**src/rtl/sup_pkg.sv**
```systemverilog
package sup_pkg;
    // Bundle of the asynchronous supervisory inputs, synchronized as one vector.
    typedef struct packed {
        logic supply_ok;
        logic sense_ok;
        logic mrst_n;
        logic wdog;
    } sup_in_t;

    localparam int unsigned SUP_IN_W = $bits(sup_in_t);
endpackage

```
**src/rtl/sup_sync.sv**
```systemverilog
// sup_sync: two-stage synchronizer for a vector of independent asynchronous bits.
// Assumes each bit is a level that may change at any time; no bus coherence is implied.
// Reset value of every stage is 0, which reads as "cause present" for the flags.
module sup_sync #(
    parameter int unsigned WIDTH = 4
) (
    input  logic             clk,
    input  logic             rst_n,
    input  logic [WIDTH-1:0] d,
    output logic [WIDTH-1:0] q
);
    for (genvar b = 0; b < WIDTH; b++) begin : g_bit
        logic stage1;
        logic stage2;
        // Two flops in series per bit to settle metastability.
        always_ff @(posedge clk) begin
            if (!rst_n) begin
                stage1 <= 1'b0;
                stage2 <= 1'b0;
            end else begin
                stage1 <= d[b];
                stage2 <= stage1;
            end
        end
        assign q[b] = stage2;
    end
endmodule

```
**src/rtl/sup_stretch.sv**
```systemverilog
// sup_stretch: holds the reset low while a cause is present and for DELAY_CYC
// cycles after it clears. Assumes DELAY_CYC >= 1 and a synchronous cause input.
module sup_stretch #(
    parameter int unsigned DELAY_CYC = 130
) (
    input  logic clk,
    input  logic rst_n,
    input  logic cause,
    output logic rst_out_n
);
    localparam int unsigned CW = $clog2(DELAY_CYC + 1);
    localparam logic [CW-1:0] CNT_MAX = CW'(DELAY_CYC);

    logic [CW-1:0] cnt;

    // Count cycles since the last cause, restarting on each cause, holding at the limit.
    always_ff @(posedge clk) begin
        if (!rst_n) begin
            cnt <= '0;
        end else if (cause) begin
            cnt <= '0;
        end else if (cnt != CNT_MAX) begin
            cnt <= cnt + 1'b1;
        end
    end

    assign rst_out_n = (cnt == CNT_MAX);

    a_r10_delay_no_overflow: assert property (@(posedge clk) disable iff (!rst_n)
        cnt <= CNT_MAX);

    a_r4_release_after_quiet: assert property (@(posedge clk) disable iff (!rst_n)
        $rose(rst_out_n) |-> $past(!cause));
endmodule

```
**src/rtl/sup_wdog.sv**
```systemverilog
// sup_wdog: watchdog timer kicked by any change of a synchronized input.
// Assumes TIMEOUT_CYC >= 3. The count is held cleared while 'released' is low
// and a one-cycle 'expired' pulse is issued on timeout.
module sup_wdog #(
    parameter int unsigned TIMEOUT_CYC = 1100
) (
    input  logic clk,
    input  logic rst_n,
    input  logic wdi_s,
    input  logic released,
    output logic expired
);
    localparam int unsigned WW = $clog2(TIMEOUT_CYC);
    localparam logic [WW-1:0] W_LAST = WW'(TIMEOUT_CYC - 1);

    logic          wdi_prev;
    logic          kick;
    logic [WW-1:0] wcnt;

    // Keep the previous synchronized sample for edge detection.
    always_ff @(posedge clk) begin
        if (!rst_n) wdi_prev <= 1'b0;
        else        wdi_prev <= wdi_s;
    end

    assign kick = wdi_s ^ wdi_prev;

    // Idle counter: cleared by a kick or by reset, otherwise counts and holds at the limit.
    always_ff @(posedge clk) begin
        if (!rst_n) begin
            wcnt <= '0;
        end else if (!released || kick) begin
            wcnt <= '0;
        end else if (wcnt != W_LAST) begin
            wcnt <= wcnt + 1'b1;
        end
    end

    // Expiry pulse: one cycle when the idle count reaches its limit with no kick.
    always_ff @(posedge clk) begin
        if (!rst_n) expired <= 1'b0;
        else        expired <= released && !kick && (wcnt == W_LAST) && !expired;
    end

    a_r8_clear_in_reset: assert property (@(posedge clk) disable iff (!rst_n)
        !released |=> (wcnt == '0));

    a_r7_single_pulse: assert property (@(posedge clk) disable iff (!rst_n)
        expired |=> !expired);

    a_r7_only_when_released: assert property (@(posedge clk) disable iff (!rst_n)
        $rose(expired) |-> $past(released));

    a_r10_wdog_no_overflow: assert property (@(posedge clk) disable iff (!rst_n)
        wcnt <= W_LAST);
endmodule

```
**src/rtl/sup_reset_ctrl.sv**
```systemverilog
// sup_reset_ctrl: supervisory reset generator. It ORs the supply, sense, manual and
// watchdog causes into one active-low reset, which is stretched by DELAY_CYC ticks.
// Assumes a free-running tick clock and asynchronous flag inputs.
module sup_reset_ctrl
    import sup_pkg::*;
#(
    parameter int unsigned DELAY_CYC   = 130,
    parameter int unsigned TIMEOUT_CYC = 1100
) (
    input  logic clk,
    input  logic rst_n,
    input  logic supply_ok,
    input  logic sense_ok,
    input  logic mrst_n,
    input  logic wdog_in,
    output logic sys_rst_n,
    output logic wdog_expired
);
    sup_in_t raw_in;
    sup_in_t syn_in;
    logic    cause;

    assign raw_in = '{supply_ok: supply_ok, sense_ok: sense_ok,
                      mrst_n: mrst_n, wdog: wdog_in};

    sup_sync #(.WIDTH(SUP_IN_W)) u_sync (
        .clk   (clk),
        .rst_n (rst_n),
        .d     (raw_in),
        .q     (syn_in)
    );

    // Any single cause holds the system in reset.
    assign cause = !syn_in.supply_ok || !syn_in.sense_ok || !syn_in.mrst_n || wdog_expired;

    sup_stretch #(.DELAY_CYC(DELAY_CYC)) u_stretch (
        .clk       (clk),
        .rst_n     (rst_n),
        .cause     (cause),
        .rst_out_n (sys_rst_n)
    );

    sup_wdog #(.TIMEOUT_CYC(TIMEOUT_CYC)) u_wdog (
        .clk      (clk),
        .rst_n    (rst_n),
        .wdi_s    (syn_in.wdog),
        .released (sys_rst_n),
        .expired  (wdog_expired)
    );

    // a present cause shows on the output one edge later.
    a_r1_cause_asserts: assert property (@(posedge clk) disable iff (!rst_n)
        cause |=> !sys_rst_n);

    a_r7_expiry_resets: assert property (@(posedge clk) disable iff (!rst_n)
        wdog_expired |=> !sys_rst_n);

    a_r3_manual_holds: assert property (@(posedge clk) disable iff (!rst_n)
        !syn_in.mrst_n |=> !sys_rst_n);
endmodule

```
**config.mk**
```make
export PLATFORM = sky130hd
export DESIGN_NAME = sup_reset_ctrl
export DESIGN_NICKNAME = d
export VERILOG_FILES = /design/src/rtl/sup_pkg.sv /design/src/rtl/sup_sync.sv /design/src/rtl/sup_stretch.sv /design/src/rtl/sup_wdog.sv /design/src/rtl/sup_reset_ctrl.sv
export SDC_FILE = /design/constraint.sdc
export NUM_CORES = 1
export LEC_CHECK = 0
export ABC_AREA = 1
export BUFFER_PORTS_ARGS = -buffer_cell sky130_fd_sc_hd__buf_4
export CELL_PAD_IN_SITES_DETAIL_PLACEMENT = 0
export CELL_PAD_IN_SITES_GLOBAL_PLACEMENT = 2
export CORE_MARGIN = 8
export CORE_UTILIZATION = 36
export DETAILED_ROUTE_END_ITERATION = 6
export GPL_ROUTABILITY_DRIVEN = 0
export GPL_TIMING_DRIVEN = 0
export PLACE_DENSITY_LB_ADDON = 0.3
export SLEW_MARGIN = 20
export SYNTH_ARGS = -nofsm -noshare
export SYNTH_HDL_FRONTEND = slang
export SYNTH_HIERARCHICAL = 1
export SYNTH_SLANG_ARGS = --single-unit
```
**constraint.sdc**
```tcl
create_clock -name clk -period 4 [get_ports clk]
set_input_delay 0.2 -clock clk [delete_from_list [all_inputs] [get_ports clk]]
set_output_delay 0.2 -clock clk [all_outputs]
set_load 0.01 [all_outputs]
```
==> summary.txt, run 1 <==
Slew @ Worst Pin -> 0.227 ns
Row count -> 22
Setup bufs post-CTS -> 0
Final setup violation count -> 0
Initial core utilization -> 0.378
CP delay by family, top -> simple AND/OR/NAND/NOR gates
EDFF count, synth -> 0
Vias -> 1,139
Die Y -> 78.2 um
Number of hold buffers added after CTS -> 0
Static Leak -> 0.618 nW
Synth cell types -> 21
Largest family of logic cells by synthesized area -> simple AND/OR/NAND/NOR gates
Switching fraction of total power -> 0.213
Routed Wire Length -> 2650 um
Antenna Cells -> 0
Nature of the critical path endpoint -> register
Most frequent cells in the layout -> nand2_1, inv_1, nor2_1, dfxtp_1, nand3_1
Clock power share -> 0.426
Adder-cell area share of the yosys netlist -> 0.0269
Core box area -> 3690 um2
Setup TNS Final -> 0 ns
Final Slew Violations -> 0
Synthesized flop and latch total -> 29
CP Cell Sequence -> inv_1, ha_1, nand3_2, nor2_4, nand2_1, nor2_2, inv_2, nor3_1
Mux cell area share after synthesis -> 0
Final hold vios -> 0
Critical path fanouts, max -> 9
Drc violations -> 0
Worst path max stage delay -> 0.32 ns
Switch Pwr -> 0.114 mW
Cts bufs inserted -> 5
Die width -> 78.2 um
Worst-case clock buffer depth -> 2
Power Dens Cells -> 336 nW/um2
Clock Pin Slew Worst Setup and Hold Paths -> 0.06 ns
Worst-Skew Late Latency -> 0.28 ns
Pin count of the biggest net entering global routing -> 10
IO Pins -> 8
Register area share after synthesis -> 0.417
Vias in the first global route -> 1,116
Initial antenna violation count -> 0
Final net count -> 221
Post-synthesis cell count -> 198
Sequential power share -> 0.551
DR WL/cell -> 10.2 um
Arrival time worst endpoint -> 1.80 ns
Vias/cell -> 4.36
Tot Pwr -> 0.534 mW
Max cap viols -> 0
Root Driver -> clkbuf_8
# port buffers -> 7
WP data required -> 4.20 ns
Drt initial violations -> 43
Gr usage total -> 0.0938
Share of post-route cells with drive strength above 1 -> 0.155
Fmax -> 625 MHz
Syn. warnings -> 6
Fin crit period -> 1.60 ns
Synth Area per Inst -> 7.04 um2
H-tree Lvls -> 2
Cell Int Power -> 0.420 mW
Post-CTS sizing -> 0
Hold WC Path Type -> primary input to register
Area added between synthesis and finish -> 14.0%
XOR/XNOR Fraction of Synth Area -> 0.0314
Share of flip-flops with an asynchronous set or reset -> 0
Status -> complete, no violations
Net count after synthesis -> 207
Drt pass-1 iters -> 4
Utilization after layout -> 0.431
Grt total ovfl -> 0
Comb power frac -> 0.023
Peak VDD IR -> 235 uV
Worst setup SP type -> register
Ys flop type -> dfxtp_1
Detailed placement HPWL -> 1980 um
Post-Syn Area -> 1390 um2
Synth Area in Compound Gates -> 0.0494
Tcrit/Tclk final -> 0.400
TritonCTS clock tree -> built
Antenna-violating nets left -> 0
Most common cell after layout, fill and taps aside -> nand2_1
RSZ-0062 raised after global routing -> no
Cell with the largest stage delay on the worst path -> dfxtp_1
Synth Area in Simple Gates -> 0.354
First-pass GRT wire length -> 4540 um
TritonCTS Sinks -> 29
Rel. slew slack -> 0.848
Die area -> 6120 um2
Crit Path Category -> register to register
Skew final -> 0.00289 ns
Crit path buffers/inverters -> 2
[tightest hold or removal path, cell delays in order]
cell and delay (ns):
buf_4 0.07, nand2_1 0.04, inv_1 0.04
[worst paths after layout]
| path | from | depth (start not counted) | slack, ns | to |
|---|---|---|---|---|
| setup / recovery | u_stretch/cnt[0] | 8 | 2.40 | u_wdog/wcnt[2] |
| hold / removal | supply_ok | 3 | 0.10 | u_sync/g_bit[3].stage1 |
| setup reg to reg | u_stretch/cnt[0] | 8 | 2.40 | u_wdog/wcnt[2] |
| hold reg to reg | u_sync/g_bit[1].stage1 | 2 | 0.41 | u_sync/g_bit[1].stage2 |
[kinds of logic after synthesis]
kind of cell,after synthesis
AO/OA/AOI/OAI,13
buffers and inverters,41
AND/OR/NAND/NOR,107
flip-flops,29
adder cells (fa/ha/maj),3
XOR/XNOR,5
[per-layer routing]
| metal | share of wire | vias to the layer above | track usage | wire length (um) |
|---|---|---|---|---|
| li1 | - | 627 | - | - |
| met1 | 0.45 | 502 | 0.0934 | 1180 |
| met2 | 0.51 | 6 | 0.161 | 1360 |
| met3 | 0.032 | 4 | 0.0433 | 84 |
| met4 | 0.011 | 0 | 0.0481 | 28 |
| met5 | 0 | - | 0 | 0 |
[cell usage after synthesis, types with 2 or more instances]
cell	count	area share
nand4_1	4	0.018
ha_1	3	0.027
xor2_1	2	0.013
nor2_1	29	0.078
nand3_1	12	0.043
o21ai_0	3	0.011
nor2_4	3	0.024
nor3_1	3	0.011
dfxtp_1	29	0.42
nor2_2	4	0.018
a21oi_1	9	0.032
buf_4	4	0.022
inv_1	35	0.094
xnor2_1	3	0.019
nand2_1	46	0.12
nand3_2	4	0.029
[state kept, by name, summed over array words and instances (netlist names)]
register and count:
u_stretch/cnt 8, u_wdog/wdi_prev 1, u_sync/g_bit.stage1 4, u_wdog/expired 1, u_sync/g_bit.stage2 4, u_wdog/wcnt 11
[metrics by stage]
stage	instances	worst slack, ns	hold WS [ns]	cell area, um2
floorplan	198	2.59	0.293	1390
global placement	253	2.41	0.376	1510
global route	261	2.24	0.100	1590
detailed placement	253	2.38	0.386	1510
CTS	261	2.37	0.0920	1590
finish	261	2.40	0.101	1590
[final cells by class]
type                       instances  area, um2
buffer                             5       35.0
clock buffer                       6       72.6
multi-input combinational        128        643
tap                               48       60.1
fill                             404       2100
clock inverter                     2       10.0
inverter                          36        135
timing repair buffer               7       52.6
sequential                        29        581
[power by group through the flow]
stage / clock [mW] / combinational (mW) / sequential, mW
2_1_floorplan: 0 / 0.00730 / 0.300
3_3_place_gp: 0 / 0.0121 / 0.300
3_5_place_dp: 0 / 0.0125 / 0.300
4_1_cts: 0.240 / 0.0126 / 0.294
5_1_grt: 0.252 / 0.0142 / 0.294
6_report: 0.228 / 0.0124 / 0.294
No activity file was read; power rests on OpenSTA's default activity.
==> run 2, diff against run 1 <==
--- a/config.mk
+++ b/config.mk
@@ -10,7 +10,7 @@
 export CELL_PAD_IN_SITES_DETAIL_PLACEMENT = 0
 export CELL_PAD_IN_SITES_GLOBAL_PLACEMENT = 2
 export CORE_MARGIN = 8
-export CORE_UTILIZATION = 36
+export CORE_UTILIZATION = 30
 export DETAILED_ROUTE_END_ITERATION = 6
 export GPL_ROUTABILITY_DRIVEN = 0
 export GPL_TIMING_DRIVEN = 0
==> constraint.sdc (replaced) <==
create_clock -name clk -period 1.3 [get_ports clk]
set_input_delay 0.065 -clock clk [delete_from_list [all_inputs] [get_ports clk]]
set_output_delay 0.065 -clock clk [all_outputs]
set_load 0.01 [all_outputs]
==> run 2 against run 1 <==
Sequential power increased to 3.1 times the previous value. Highest routed layer unchanged. Cell area increased by 11%. Register-to-register slack got worse by 2.4 ns. Via count increased by 3.5%. Total power increased to 3.3 times the previous value. Global-route usage decreased by 0.69 points. First-iteration DRC count decreased by 40%. Sequential cell count unchanged. Die area increased by 16%.
==> summary.txt, run 2 (synthesized netlist as in run 1, its figures left out) <==
Fmax -> 788 MHz
Crit path top cell by count -> nor2_4
Die width -> 84.2 um
Critical path fanouts, max -> 9
H-tree Lvls -> 2
Crit path buffers/inverters -> 2
Peak VDD IR -> 480 uV
Cts bufs inserted -> 5
Max FFs per register -> 11
Cell area after layout -> 1760 um2
Utilization after layout -> 0.384
Cell Int Power -> 1.41 mW
Worst setup SP type -> register
Most flops, register -> u_wdog/wcnt
Max cap viols -> 0
Core box area -> 4600 um2
DR WL/cell -> 10.5 um
Tot Pwr -> 1.76 mW
Most frequent cells in the layout -> nand2_1, inv_1, nor2_1, dfxtp_1, buf_4
Clock power share -> 0.457
Worst path max stage delay -> 0.33 ns
Most common cell after layout, fill and taps aside -> nand2_1
TritonCTS Sinks -> 29
Drt pass-1 iters -> 4
Final hold vios -> 0
Routed Wire Length -> 2890 um
TritonCTS clock tree -> built
Row count -> 25
Final setup violation count -> 0
# port buffers -> 7
Rel. slew slack -> 0.831
CP Cell Sequence -> inv_2, ha_4, nand3_4, nor2_4, nand2_2, nor2_4, inv_4, a21oi_1
Share of post-route cells with drive strength above 1 -> 0.243
Clock Pin Slew Worst Setup and Hold Paths -> 0.06 ns
Die Y -> 84.2 um
Slew @ Worst Pin -> 0.253 ns
Worst-Skew Late Latency -> 0.27 ns
Dpl cell area -> 1530 um2
Initial core utilization -> 0.303
Post-place setup slack -> -0.167 ns
Cell with the largest stage delay on the worst path -> dfxtp_2
Hold WC Path Type -> primary input to register
Root Driver -> clkbuf_8
Antenna-violating nets left -> 0
CP delay by family, top -> simple AND/OR/NAND/NOR gates
IO Pins -> 8
Vias in the first global route -> 1,184
Die area -> 7080 um2
Grt total ovfl -> 0
Initial antenna violation count -> 0
Nature of the critical path endpoint -> register
Sequential power share -> 0.515
Static Leak -> 0.673 nW
Switching fraction of total power -> 0.198
Arrival time worst endpoint -> 1.47 ns
Antenna Cells -> 0
Largest regs -> u_wdog/wcnt: 11 flops, u_stretch/cnt: 8 flops
Area added between synthesis and finish -> 26.6%
Switch Pwr -> 0.348 mW
Fin crit period -> 1.27 ns
Final setup margin -> 0.0305 ns
Status -> complete, no violations
Final Slew Violations -> 0
First-pass GRT wire length -> 5010 um
Gr usage total -> 0.0868
Skew final -> 0.00207 ns
Final net count -> 230
# fillers -> 475
WP data required -> 1.50 ns
Drc violations -> 0
Vias/cell -> 4.27
RSZ-0062 raised after global routing -> yes
Drt initial violations -> 26
Crit Path Category -> register to register
Worst-case clock buffer depth -> 2
Hold_ws -> 0.0146 ns
Detailed placement HPWL -> 2000 um
Pin count of the biggest net entering global routing -> 10
Power Dens Cells -> 995 nW/um2
Comb power frac -> 0.028
Tcrit/Tclk final -> 0.977
Vias -> 1,179
run 2: cell types whose count changed in the layout (fill, tap and decap cells not counted), moves of 3 or more:
cell and delta:
buf_4 +5, dfxtp_1 -4, dfxtp_2 +4, dlygate4sd3_1 +4
nor2_1 -4, nor2_2 +3
run 2: repair_timing:
item / 4_1_cts / 5_1_grt
buffers inserted: 3 / 2
hold endpoints to repair: 4 / 0
pin swaps: 2 / 4
setup endpoints to repair: 13 / 17
gates resized for setup: 5 / 11
hold buffers: 4 / 0
run 2: final cells by class:
cell class,instances,area [um2],area share
Buffer,5,35.0,0.0199
Multi-Input combinational cell,128,707,0.401
Tap cell,54,67.6,0.0383
Clock buffer,7,96.3,0.0546
Inverter,36,138,0.0780
Timing Repair Buffer,16,130,0.0738
Clock inverter,1,5.00,0.00284
Sequential cell,29,586,0.332
run 2: layer usage:
metal	global-route usage	part of all wire	routed length (um)	vias to the layer above
met5	0	0	0	-
met4	0.0471	0.0073	21	0
met3	0.0242	0.024	68	2
met2	0.153	0.51	1490	6
met1	0.0904	0.45	1310	523
li1	-	-	-	648
run 2: final timing paths:
path	start	endpoint	slack [ns]	cells after the start
setup / recovery	u_stretch/cnt[0]	u_wdog/wcnt[9]	0.03	8
hold / removal	rst_n	u_wdog/wdi_prev	0.01	3
setup reg to reg	u_stretch/cnt[0]	u_wdog/wcnt[9]	0.03	8
hold reg to reg	u_sync/g_bit[3].stage1	u_sync/g_bit[3].stage2	0.41	2
run 2: stage by stage:
| step | setup TNS [ns] | std cells |
|---|---|---|
| after global routing | -0.721 | 276 |
| after floorplan | 0 | 198 |
| after CTS | -0.182 | 274 |
| after detailed placement | -1.34 | 259 |
| after global placement | -1.16 | 259 |
| final | 0 | 276 |
run 2: power by group through the flow:
stage	combinational [mW]	clock, mW	sequential, mW
global route	0.0557	0.887	0.904
floorplan	0.0225	0	0.923
finish	0.0496	0.802	0.904
detailed placement	0.0384	0	0.924
global placement	0.0374	0	0.924
CTS	0.0497	0.849	0.904
run 2: worst min-delay path: cells and delay by family:
| family | cells | cell delay (ns) |
|---|---|---|
| simple gates | 1 | 0.05 |
| buf+inv | 2 | 0.15 |
==> run 3, diff against run 2 <==
==> constraint.sdc (replaced) <==
create_clock -name clk -period 1.15 [get_ports clk]
set_input_delay 0.0575 -clock clk [delete_from_list [all_inputs] [get_ports clk]]
set_output_delay 0.0575 -clock clk [all_outputs]
set_load 0.01 [all_outputs]
==> run 3 against run 2 <==
The flow now finishes with violations (negative setup slack). Non-clock buffer count is 1 higher. Hold slack better by 0.40 ns. First-iteration DRC count is 27% higher. Clock skew is 0.0020 ns higher. Sequential power is 13% higher. Largest cell class unchanged. Global-route usage is 0.26 points lower. Core utilization is 0.60 points higher. Cell count is 0.36% higher. Fmax is 3.3% lower.
==> summary.txt, run 3 (synthesized netlist as in run 1, its figures left out) <==
Worst Hold End -> u_sync/g_bit[1].stage2
Detailed placement HPWL -> 2080 um
Routed Wire Length -> 2870 um
Max cap viols -> 0
TritonCTS Sinks -> 29
Switch Pwr -> 0.399 mW
Die width -> 84.2 um
Tcrit/Tclk final -> 1.14
R2r setup slk -> -0.16 ns
Cell Int Power -> 1.76 mW
Root Driver -> clkbuf_8
Row count -> 25
CP delay by family, top -> simple AND/OR/NAND/NOR gates
Multi-input gate area -> 696 um2
Clock power share -> 0.500
Vias/cell -> 4.31
Worst-case clock buffer depth -> 2
Crit path buffers/inverters -> 2
Cts bufs inserted -> 5
H-tree Lvls -> 2
Final setup margin -> -0.163 ns
Slew @ Worst Pin -> 0.231 ns
Peak VDD IR -> 1060 uV
Largest regs -> u_wdog/wcnt: 11 flops, u_stretch/cnt: 8 flops
Worst-Skew Late Latency -> 0.27 ns
Initial antenna violation count -> 0
Hold Path Stages -> 2
Initial core utilization -> 0.303
Rel. slew slack -> 0.846
Drt pass-1 iters -> 4
Drc violations -> 0
Grt total ovfl -> 0
Max FFs per register -> 11
Switching fraction of total power -> 0.185
Sequential power share -> 0.473
Status -> complete, but fails checks
Worst path max stage delay -> 0.34 ns
Hold WC Path Type -> register to register
Die area -> 7080 um2
Fin crit period -> 1.31 ns
Tot Pwr -> 2.16 mW
Worst r2r path cells -> 8
Share of post-route cells with drive strength above 1 -> 0.242
Antenna Cells -> 0
FF-to-FF Start -> u_stretch/cnt[0]
Core box area -> 4600 um2
WP data required -> 1.34 ns
DR WL/cell -> 10.4 um
Final net count -> 231
Setup TNS Final -> -1.70 ns
Most frequent cells in the layout -> nand2_1, inv_1, nor2_1
Static Leak -> 0.682 nW
RSZ-0062 raised after global routing -> yes
Area added between synthesis and finish -> 28.5%
Skew final -> 0.00409 ns
Vias in the first global route -> 1,180
Crit Path Category -> register to register
Clock Pin Slew Worst Setup and Hold Paths -> 0.06 ns
FF/Latch Area -> 589 um2
Arrival time worst endpoint -> 1.51 ns
Final hold vios -> 0
Die Y -> 84.2 um
Comb power frac -> 0.028
Critical path fanouts, max -> 9
Final Slew Violations -> 0
Most flops, register -> u_wdog/wcnt
TritonCTS clock tree -> built
Reg-to-Reg End -> u_wdog/wcnt[2]
Gr usage total -> 0.0843
CP Cell Sequence -> inv_4, ha_4, nand3_4, nor2_4, nand2_2, nor2_4, inv_4, nor3_1
Hold path start -> u_sync/g_bit[1].stage1
Drt initial violations -> 33
First-pass GRT wire length -> 4930 um
Antenna-violating nets left -> 0
Fmax -> 761 MHz
Worst setup SP type -> register
Cell with the largest stage delay on the worst path -> dfxtp_2
# fillers -> 481
Final setup violation count -> 15
Power Dens Cells -> 1200 nW/um2
Violated checks -> negative setup slack
Pin count of the biggest net entering global routing -> 10
Nature of the critical path endpoint -> register
IO Pins -> 8
# port buffers -> 7
Most common cell after layout, fill and taps aside -> nand2_1
Vias -> 1,195
run 3: how the worst max path moves through the flow:
stage / startpoint / slack [ns] / cells past startpoint / end
final: u_stretch/cnt[0] / -0.16 / 8 / u_wdog/wcnt[2]
after global routing: u_stretch/cnt[0] / -0.24 / 8 / u_wdog/wcnt[2]
after CTS: u_stretch/cnt[0] / -0.16 / 8 / u_wdog/wcnt[2]
after detailed placement: u_stretch/cnt[0] / -0.32 / 8 / u_wdog/wcnt[2]
after global placement: u_stretch/cnt[0] / -0.29 / 8 / u_wdog/wcnt[2]
after floorplan: u_stretch/cnt[0] / -0.11 / 8 / u_wdog/expired
run 3: worst register-to-register path: cells and delay by family, from the launching register on:
family,cells,cell delay (ns)
buffers and inverters,2,0.15
AND/OR/NAND/NOR,5,0.61
adder cells (fa/ha/maj),1,0.14
flip-flops,1,0.34
run 3: stage by stage:
| stage | hold WS (ns) | instances | cell area [um2] | util | setup WS, ns |
|---|---|---|---|---|---|
| finish | 0.413 | 277 | 1790 | 0.390 | -0.163 |
| global route | 0.432 | 277 | 1790 | 0.390 | -0.239 |
| CTS | 0.418 | 275 | 1750 | 0.380 | -0.159 |
| detailed placement | 0.242 | 259 | 1530 | 0.333 | -0.321 |
| global placement | 0.233 | 259 | 1530 | 0.333 | -0.286 |
| floorplan | 0.151 | 198 | 1410 | - | -0.109 |
run 3: what timing repair did:
item	4_1_cts	5_1_grt
hold buffers	5	0
pin swaps	2	5
gates resized for setup	8	12
buffers inserted	3	3
endpoints found under the hold margin	5	0
endpoints found under the setup margin	19	21
run 3: layout make-up:
class                           count  area share
Clock buffer                        7      0.0482
Timing Repair Buffer               17      0.0824
Buffer                              5      0.0196
Clock inverter                      1      0.0168
Multi-Input combinational cell    128       0.388
Tap cell                           54      0.0377
Inverter                           36      0.0782
Sequential cell                    29       0.329
run 3: power by group through the flow:
stage                     clock network, mW  registers [mW]  logic (mW)
after floorplan                           0            1.04      0.0254
after global placement                    0            1.04      0.0412
after detailed placement                  0            1.04      0.0434
after CTS                              1.13            1.02      0.0591
after global routing                   1.15            1.02      0.0675
final                                  1.08            1.02      0.0597
run 3: layer usage:
metal | vias up | GRT usage | share of wire
met5 | - | 0 | 0
met4 | 0 | 0.0455 | 0.0073
met3 | 2 | 0.0242 | 0.023
met2 | 4 | 0.148 | 0.52
met1 | 541 | 0.0883 | 0.45
li1 | 648 | - | -
